==> src/rtl/secbuf_pkg.sv <==
package secbuf_pkg;
  // Destination select codes
  localparam logic [2:0] SEL_MAIN = 3'd2;
  localparam logic [2:0] SEL_SUB  = 3'd3;
  localparam logic [2:0] SEL_PRG  = 3'd5;
  localparam logic [2:0] SEL_WORD = 3'd7;

  typedef struct packed {
    logic loadAddr;
    logic loadCount;
    logic startXfer;
    logic pollStep;
    logic pollReject;
    logic slotLoad;
    logic beat;
    logic slotDone;
    logic terminate;
  } xfer_strobe_t;
endpackage

==> src/rtl/secbuf_ctrl.sv <==
module secbuf_ctrl
  import secbuf_pkg::*;
(
  input  logic         clk,
  input  logic         rstN,
  input  logic         ldAddr,
  input  logic         ldCount,
  input  logic         start,
  input  logic         rdReq,
  input  logic         rdIsSub,
  input  logic [2:0]   destSel,
  input  logic         slotReq,
  input  logic         destReady,
  input  logic         active,
  input  logic         countLe2,
  input  logic         slotEmpty,
  input  logic         slotLastWord,
  input  logic         lastSlot,
  output xfer_strobe_t strb,
  output logic         inBurst
);
  typedef enum logic {S_IDLE, S_BURST} state_t;
  state_t state, stateNext;

  logic selOk;
  logic dmaSel;
  assign selOk  = (rdIsSub && destSel == SEL_SUB) || (!rdIsSub && destSel == SEL_MAIN);
  assign dmaSel = (destSel == SEL_PRG) || (destSel == SEL_WORD);

  always_comb begin
    strb      = '0;
    stateNext = state;
    unique case (state)
      S_IDLE: begin
        if (ldAddr || ldCount) begin
          strb.loadAddr  = ldAddr;
          strb.loadCount = ldCount;
        end else if (start) begin
          strb.startXfer = 1'b1;
        end else if (rdReq) begin
          if (active && selOk) begin
            strb.pollStep  = 1'b1;
            strb.terminate = countLe2;
          end else begin
            strb.pollReject = 1'b1;
          end
        end else if (slotReq && active && dmaSel) begin
          strb.slotLoad = 1'b1;
          stateNext     = S_BURST;
        end
      end
      S_BURST: begin
        strb.pollReject = rdReq;
        if (slotEmpty) begin
          strb.slotDone  = 1'b1;
          strb.terminate = lastSlot;
          stateNext      = S_IDLE;
        end else if (destReady) begin
          strb.beat = 1'b1;
          if (slotLastWord) begin
            strb.slotDone  = 1'b1;
            strb.terminate = lastSlot;
            stateNext      = S_IDLE;
          end
        end
      end
      default: stateNext = S_IDLE;
    endcase
  end

  always_ff @(posedge clk) begin
    if (!rstN) state <= S_IDLE;
    else       state <= stateNext;
  end

  assign inBurst = (state == S_BURST);
endmodule

==> src/rtl/secbuf_dp.sv <==
module secbuf_dp
  import secbuf_pkg::*;
#(
  parameter int ADDR_W     = 16,
  parameter int CNT_W      = 16,
  parameter int SLOT_WORDS = 256,
  localparam int WCW       = $clog2(SLOT_WORDS + 1),
  localparam int DEST_W    = ADDR_W + 4
) (
  input  logic              clk,
  input  logic              rstN,
  input  xfer_strobe_t      strb,
  input  logic [ADDR_W-1:0] ldAddrVal,
  input  logic [CNT_W-1:0]  ldCountVal,
  input  logic [2:0]        destSel,
  input  logic [ADDR_W-1:0] dmaAddr,
  input  logic [7:0]        bufHi,
  input  logic [7:0]        bufLo,
  output logic [ADDR_W-1:0] bufAddr,
  output logic [CNT_W-1:0]  countOut,
  output logic [15:0]       rdData,
  output logic              rdValid,
  output logic [DEST_W-1:0] destAddr,
  output logic              countLe2,
  output logic              slotEmpty,
  output logic              slotLastWord,
  output logic              lastSlot
);
  localparam int SLOT_BYTES = 2 * SLOT_WORDS;

  logic [ADDR_W-1:0] addrQ;
  logic [CNT_W-1:0]  countQ;
  logic [15:0]       rdDataQ;
  logic              rdValidQ;
  logic [WCW-1:0]    remWords;
  logic [WCW-1:0]    slotWords;
  logic              lastSlotQ;
  logic [DEST_W-1:0] destAddrQ;

  // Slot sizing from the remaining count
  logic [CNT_W:0]    countP1;
  logic              smallCnt;
  logic [WCW-1:0]    sizeWords;
  logic [CNT_W-1:0]  slotBytes;
  assign countP1   = {1'b0, countQ} + (CNT_W+1)'(1);
  assign smallCnt  = ({1'b0, countQ} <= (CNT_W+1)'(SLOT_BYTES));
  assign sizeWords = smallCnt ? WCW'(countP1 >> 1) : WCW'(SLOT_WORDS);
  assign slotBytes = CNT_W'({slotWords, 1'b0});

  // Destination base: word memory drops the top address bit
  logic [ADDR_W-1:0] baseSrc;
  logic [DEST_W-1:0] destBase;
  always_comb begin
    baseSrc = dmaAddr;
    if (destSel == SEL_WORD) baseSrc[ADDR_W-1] = 1'b0;
    destBase = DEST_W'({baseSrc, 3'b000});
  end

  always_ff @(posedge clk) begin
    if (!rstN) begin
      addrQ     <= '0;
      countQ    <= '0;
      rdDataQ   <= '0;
      rdValidQ  <= 1'b0;
      remWords  <= '0;
      slotWords <= '0;
      lastSlotQ <= 1'b0;
      destAddrQ <= '0;
    end else begin
      rdValidQ <= strb.pollStep | strb.pollReject;
      if (strb.pollStep)        rdDataQ <= {bufHi, bufLo};
      else if (strb.pollReject) rdDataQ <= '0;

      if (strb.loadAddr)                  addrQ <= ldAddrVal;
      else if (strb.pollStep || strb.beat) addrQ <= addrQ + ADDR_W'(2);

      if (strb.loadCount) begin
        countQ <= ldCountVal;
      end else if (strb.pollStep) begin
        countQ <= strb.terminate ? '0 : countQ - CNT_W'(2);
      end else if (strb.slotDone) begin
        countQ <= lastSlotQ ? '0 : countQ - slotBytes;
      end

      if (strb.slotLoad) begin
        remWords  <= sizeWords;
        slotWords <= sizeWords;
        lastSlotQ <= smallCnt;
        destAddrQ <= destBase;
      end else if (strb.beat) begin
        remWords  <= remWords - WCW'(1);
        destAddrQ <= destAddrQ + DEST_W'(2);
      end
    end
  end

  assign bufAddr      = addrQ;
  assign countOut     = countQ;
  assign rdData       = rdDataQ;
  assign rdValid      = rdValidQ;
  assign destAddr     = destAddrQ;
  assign countLe2     = (countQ <= CNT_W'(2));
  assign slotEmpty    = (remWords == '0);
  assign slotLastWord = (remWords == WCW'(1));
  assign lastSlot     = lastSlotQ;
endmodule

==> src/rtl/secbuf_status.sv <==
module secbuf_status
  import secbuf_pkg::*;
(
  input  logic         clk,
  input  logic         rstN,
  input  xfer_strobe_t strb,
  input  logic         dteIntEn,
  input  logic         irqMask5,
  input  logic         dteAck,
  output logic         active,
  output logic         hostEnd,
  output logic         dataReady,
  output logic         ifIdle,
  output logic         ifDteN,
  output logic         irq
);
  always_ff @(posedge clk) begin
    if (!rstN) begin
      active    <= 1'b0;
      hostEnd   <= 1'b0;
      dataReady <= 1'b0;
      ifIdle    <= 1'b1;
      ifDteN    <= 1'b1;
      irq       <= 1'b0;
    end else begin
      irq <= 1'b0;
      if (strb.startXfer) begin
        active    <= 1'b1;
        hostEnd   <= 1'b0;
        dataReady <= 1'b1;
        ifIdle    <= 1'b0;
      end else if (strb.terminate) begin
        active    <= 1'b0;
        hostEnd   <= 1'b1;
        dataReady <= 1'b0;
        ifIdle    <= 1'b1;
      end
      if (strb.terminate && dteIntEn) begin
        ifDteN <= 1'b0;
        irq    <= irqMask5;
      end else if (dteAck) begin
        ifDteN <= 1'b1;
      end
    end
  end
endmodule

==> src/rtl/secbuf_xfer.sv <==
module secbuf_xfer
  import secbuf_pkg::*;
#(
  parameter int ADDR_W     = 16,
  parameter int CNT_W      = 16,
  parameter int SLOT_WORDS = 256,
  localparam int DEST_W    = ADDR_W + 4
) (
  input  logic              clk,
  input  logic              rstN,
  input  logic              ldAddr,
  input  logic [ADDR_W-1:0] ldAddrVal,
  input  logic              ldCount,
  input  logic [CNT_W-1:0]  ldCountVal,
  input  logic              start,
  input  logic [2:0]        destSel,
  input  logic              rdReq,
  input  logic              rdIsSub,
  output logic [15:0]       rdData,
  output logic              rdValid,
  output logic [ADDR_W-1:0] bufAddr,
  input  logic [7:0]        bufHi,
  input  logic [7:0]        bufLo,
  input  logic              slotReq,
  input  logic [ADDR_W-1:0] dmaAddr,
  output logic              destValid,
  input  logic              destReady,
  output logic [DEST_W-1:0] destAddr,
  output logic [15:0]       destData,
  input  logic              dteIntEn,
  input  logic              irqMask5,
  input  logic              dteAck,
  output logic              xferActive,
  output logic              hostEnd,
  output logic              dataReady,
  output logic              ifIdle,
  output logic              ifDteN,
  output logic              irq,
  output logic [CNT_W-1:0]  countOut
);
  xfer_strobe_t strb;
  logic inBurst, countLe2, slotEmpty, slotLastWord, lastSlot;

  secbuf_ctrl u_ctrl (
    .clk(clk), .rstN(rstN), .ldAddr(ldAddr), .ldCount(ldCount), .start(start),
    .rdReq(rdReq), .rdIsSub(rdIsSub), .destSel(destSel), .slotReq(slotReq),
    .destReady(destReady), .active(xferActive), .countLe2(countLe2),
    .slotEmpty(slotEmpty), .slotLastWord(slotLastWord), .lastSlot(lastSlot),
    .strb(strb), .inBurst(inBurst)
  );

  secbuf_dp #(.ADDR_W(ADDR_W), .CNT_W(CNT_W), .SLOT_WORDS(SLOT_WORDS)) u_dp (
    .clk(clk), .rstN(rstN), .strb(strb), .ldAddrVal(ldAddrVal),
    .ldCountVal(ldCountVal), .destSel(destSel), .dmaAddr(dmaAddr),
    .bufHi(bufHi), .bufLo(bufLo), .bufAddr(bufAddr), .countOut(countOut),
    .rdData(rdData), .rdValid(rdValid), .destAddr(destAddr),
    .countLe2(countLe2), .slotEmpty(slotEmpty), .slotLastWord(slotLastWord),
    .lastSlot(lastSlot)
  );

  secbuf_status u_status (
    .clk(clk), .rstN(rstN), .strb(strb), .dteIntEn(dteIntEn),
    .irqMask5(irqMask5), .dteAck(dteAck), .active(xferActive),
    .hostEnd(hostEnd), .dataReady(dataReady), .ifIdle(ifIdle),
    .ifDteN(ifDteN), .irq(irq)
  );

  assign destValid = inBurst && !slotEmpty;
  assign destData  = {bufHi, bufLo};
endmodule

==> config.mk <==
export PLATFORM = sky130hd
export DESIGN_NAME = secbuf_xfer
export DESIGN_NICKNAME = d
export VERILOG_FILES = /design/src/rtl/secbuf_pkg.sv /design/src/rtl/secbuf_ctrl.sv /design/src/rtl/secbuf_dp.sv /design/src/rtl/secbuf_status.sv /design/src/rtl/secbuf_xfer.sv
export SDC_FILE = /design/constraint.sdc
export NUM_CORES = 1
export LEC_CHECK = 0
export BUFFER_PORTS_ARGS = -buffer_cell sky130_fd_sc_hd__buf_4
export CAP_MARGIN = 20
export CORE_MARGIN = 2
export CORE_UTILIZATION = 52
export DETAILED_ROUTE_END_ITERATION = 6
export GPL_ROUTABILITY_DRIVEN = 0
export PLACE_DENSITY = 0.83
export SLEW_MARGIN = 0
export SYNTH_ARGS = -nofsm -noshare
export SYNTH_HDL_FRONTEND = slang
export SYNTH_SLANG_ARGS = --single-unit
==> constraint.sdc <==
create_clock -name clk -period 3.5 [get_ports clk]
set_clock_uncertainty 0.15 [all_clocks]
set_input_delay 0.875 -clock clk [delete_from_list [all_inputs] [get_ports clk]]
set_output_delay 0.875 -clock clk [all_outputs]
set_load 0.02 [all_outputs]
==> metrics.md <==
| Metric | Value |
|---|---|
| Primary flip-flop cell chosen by synthesis mapping | `sky130_fd_sc_hd__dfxtp_1` |
| Unrepaired setup endpoints after global routing | `no` |
| Crit. End Element | `output port` |
| Post-Syn Instances | `around 690` |
| Worst path required time | `2470 ps` |
| IR drop worst, VDD | `0.177 mV` |
| Final Max Slew Viols | `0` |
| Reg2reg start | `u_dp.countOut[1]$_SDFFE_PN0P_` |
| Register-to-register setup slack | `560 ps` |
| Final TNS setup | `0 ps` |
| Starting Density | `53.6%` |
| Count of hold-fix buffers inserted at cts | `0` |
| Flip-flop and latch count after synthesis | `93` |
| Family with the most delay on the worst path | `simple AND/OR/NAND/NOR gates` |
| Static Leakage | `2.94 nW` |
| Area growth from synthesis to layout | `25.4%` |
| Clock tree from TritonCTS | `done` |
| CORE AREA | `10300 um^2` |
| Final wirelength | `15.7 mm` |
| Min setup slack post-route | `484 ps` |
| Vias in the first global route | `5462` |
| Max-capacitance violation count | `0` |
| Minimum period implied by the final worst setup slack | `3020 ps` |
| Share of the synthesized area in the top cell type | `about a third` |
| Biggest area consumer among synthesized cells | `sky130_fd_sc_hd__dfxtp_1` |
| Kind of start point of the critical path | `flip-flop` |
| Yosys warns | `0` |
| Detailed-routing iteration count for the pre-antenna-repair pass | `5` |
| Clock insertion delay at the later pin of the skew report | `370 ps` |
| Detail-routed via count per cell | `5.96` |
| Result of the run | `finished, final reports clean` |
| Cell area after placement | `6770 um^2` |
| Internal power summed over all cells | `1.55 mW` |
| Part of the total power dissipated in combinational logic | `between 10% and 20%` |
| GRT Total Usage | `a little over a quarter` |
| Number of cells traversed by the worst register-to-register path | `10` |
| Share of layout cells above drive strength 1 | `25.8%` |
| Async S/R FF share, synth | `0%` |
| Number of levels in the clock H-tree | `3` |
| Clock Sinks | `93` |
| Pwr per Cell Area | `324 nW/um^2` |
| Min-Delay Path Depth | `2` |
| Netlist Area Pre-Place | `5540 um^2` |
| Share of power burned in registers | `50.4%` |
| Standard cell with the maximum stage delay on the critical path | `sky130_fd_sc_hd__nor4_1` |
| Final design instance area without fill | `6940 um^2` |
| Pre-CTS setup slack | `542 ps` |
| Clock transition at the registers of the reported paths | `roughly 100 ps` |
| Count of distinct cell types in the synthesized netlist | `70` |
| Final clock period utilization by the worst path | `86.2%` |
| # nets final | `926` |
| Power Total | `2.25 mW` |
| Number of setup buffers added after CTS | `0` |
| Port Buffers | `169` |
| Worst Max-Slew Pin Slew | `942 ps` |
| Number of rows created at floorplan | `37` |
| Highest achievable clock rate | `332 MHz` |
| Largest fanout on the critical path | `6` |
| Number of hold violations in the final report | `0` |
| Switching power | `0.699 mW` |
| Worst-case headroom to the max-slew limit | `36.6%` |
| Most frequent cell after synthesis | `sky130_fd_sc_hd__dfxtp_1` |
| Post-placement cell count | `953` |
| Hold Crit Start | `u_dp.slotWords[3]$_SDFFE_PN0P_` |
| Die Ht | `approximately 110 um` |
| Largest net degree at the start of global routing | `45` |
| Leading cell types by total area after synthesis | `sky130_fd_sc_hd__dfxtp_1 34%, sky130_fd_sc_hd__a21oi_1 5.0%, sky130_fd_sc_hd__o21ai_0 4.8%` |
| Type of the worst setup path | `flip-flop to output port` |
| Worst min path class | `flip-flop to flip-flop` |
| Die X-Extent | `around 110 um` |
| Worst Hold Endpoint | `u_dp.slotWords[3]$_SDFFE_PN0P_` |
| Count of pins on the block boundary | `~170` |
| Number of buffers created by CTS | `9` |
| Total global routing overflow | `0` |
| Post-synth top cells | `93 x sky130_fd_sc_hd__dfxtp_1, 61 x sky130_fd_sc_hd__nand2_1, 56 x sky130_fd_sc_hd__nor2_1` |
| Avg Inst Size Synth | `7.99 um^2` |
| Remaining antenna violation count after routing | `0` |
| Portion of the post-synthesis area used by sequential elements | `33.6%` |
| Number of antenna violations at the first check in global routing | `0` |
| Clock tree root driver cell | `sky130_fd_sc_hd__clkbuf_8` |
| Part of the total power dissipated in the clock network | `29.7%` |
| Starting DRC count in detailed routing | `420` |
| Die Footprint | `approximately 11000 um^2` |
| Global-route wire length before repair | `25.5 mm` |
| Synthesized Nets | `791` |
| Number of buffer and inverter stages on the critical path | `1` |
| Number of enable-type register cells in the synthesized netlist | `0` |
| Bufs on Longest Clock Path | `2` |
| Ant. Diodes | `0` |
| Total vias in the final route | `5774` |
| HPWL after detailed placement | `roughly 12 mm` |
| Total setup violations reported at the end of the flow | `0` |
| Post-route DRC | `0` |
| Average wire per cell in the routed design | `between 15 and 20 um` |
| Post-route non-filler standard cell count | `968` |
| Critical register-to-register path endpoint | `u_dp.countOut[13]$_SDFFE_PN0P_` |
| Critical path data arrival time | `1990 ps` |
| Cells along the critical path | `nor4_1 -> a31oi_1 -> buf_4` |
| Net Sw Frac | `31.0%` |
| Maximum single-stage delay on the critical path | `810 ps` |
| Resize count post-CTS | `0` |
==> registers in the layout (all words and copies together), names as in the netlist <==
name              flops
u_ctrl.inBurst        1
u_dp.bufAddr         16
u_dp.countOut        16
u_dp.destAddr        19
u_dp.lastSlot         1
u_dp.rdData          16
u_dp.rdValid          1
u_dp.remWords         9
u_dp.slotWords        9
u_status.active       1
u_status.hostEnd      1
u_status.ifDteN       1
u_status.ifIdle       1
u_status.irq          1
==> routing by layer <==
layer	global-route usage, %	routed length, um	vias to the layer above
li1	-	-	2757
met1	35.5	6540	2699
met2	44.1	7550	279
met3	4.50	1310	39
met4	10.9	341	0
met5	0	0	-
==> kinds of logic (layout without fill, tap and decap cells) <==
kind of cell / Yosys count / after routing / synth area share (%)
and+or+nand+nor: 240 / 240 / 22.0
AOI/OAI and AO/OA: 206 / 206 / 24.7
DFF: 93 / 93 / 33.6
buffers and inverters: 85 / 224 / 7.23
xor gates and xnor gates: 44 / 44 / 6.96
adders and majority gates: 19 / 19 / 4.43
muxes: 5 / 5 / 0.949
other: 1 / 1 / 0.0677
==> worst register-to-register path, stage by stage (launching register included) <==
cell and delay, ps:
sky130_fd_sc_hd__dfxtp_1 400, sky130_fd_sc_hd__inv_1 170, sky130_fd_sc_hd__ha_1 200, sky130_fd_sc_hd__inv_1 50, sky130_fd_sc_hd__fa_1 410, sky130_fd_sc_hd__a211o_1 320, sky130_fd_sc_hd__a2111oi_0 570, sky130_fd_sc_hd__o31ai_1 150
sky130_fd_sc_hd__xnor2_1 150, sky130_fd_sc_hd__a21oi_1 80, sky130_fd_sc_hd__nor3_1 200
==> cells in the final DEF, fill, tap and decap left out, types with 6 or more instances in the layout <==
cell type / instances
sky130_fd_sc_hd__a22o_1: 17
sky130_fd_sc_hd__nor2_1: 56
sky130_fd_sc_hd__a211oi_1: 10
sky130_fd_sc_hd__xnor2_1: 21
sky130_fd_sc_hd__nor2b_1: 6
sky130_fd_sc_hd__and3_1: 8
sky130_fd_sc_hd__a31oi_1: 7
sky130_fd_sc_hd__nand4_1: 12
sky130_fd_sc_hd__ha_1: 18
sky130_fd_sc_hd__nand2_1: 61
sky130_fd_sc_hd__a221oi_1: 9
sky130_fd_sc_hd__o21ai_0: 53
sky130_fd_sc_hd__buf_4: 179
sky130_fd_sc_hd__a21o_1: 7
sky130_fd_sc_hd__and2_1: 8
sky130_fd_sc_hd__xor2_1: 23
sky130_fd_sc_hd__nand3_1: 17
sky130_fd_sc_hd__nor3_1: 37
sky130_fd_sc_hd__a21oi_1: 55
sky130_fd_sc_hd__clkbuf_8: 9
sky130_fd_sc_hd__inv_1: 29
sky130_fd_sc_hd__dfxtp_1: 93
==> area by class of cell <==
class | instances | area, um^2
fillers | 888 | 3380
inverters | 30 | 113
clock inverters | 6 | 48.8
flip-flops and latches | 93 | 1860
repair buffers | 179 | 1340
well taps | 136 | 170
clock buffers | 9 | 124
multi-input cells | 515 | 3280
==> per-stage QoR <==
step | utilization (%) | hold WS [ps]
2_1_floorplan | - | 285
3_3_place_gp | 65.6 | 297
3_5_place_dp | 65.6 | 299
4_1_cts | 67.3 | 313
5_1_grt | 67.3 | 349
6_report | 67.3 | 312
==> worst max-delay path by stage <==
stage | start | end | slack, ps | cells past startpoint
after floorplan | u_dp.countOut[1]$_SDFFE_PN0P_ | u_dp.countOut[13]$_SDFFE_PN0P_ | 800 | 10
after global placement | ldAddr | u_dp.countOut[12]$_SDFFE_PN0P_ | 630 | 7
after detailed placement | ldAddr | u_dp.countOut[12]$_SDFFE_PN0P_ | 540 | 7
after CTS | u_dp.remWords[5]$_SDFFE_PN0P_ | destValid | 490 | 3
after global routing | u_dp.remWords[5]$_SDFFE_PN0P_ | destValid | 250 | 3
final | u_dp.remWords[5]$_SDFFE_PN0P_ | destValid | 480 | 3
==> power by group through the flow <==
stage / sequential, mW / clock, mW / combinational, mW
2_1_floorplan: 1.17 / 0 / 0.259
3_3_place_gp: 1.16 / 0 / 0.434
3_5_place_dp: 1.16 / 0 / 0.441
4_1_cts: 1.13 / 0.676 / 0.445
5_1_grt: 1.14 / 0.727 / 0.486
6_report: 1.13 / 0.668 / 0.447
No activity file was read; power rests on OpenSTA's default activity.
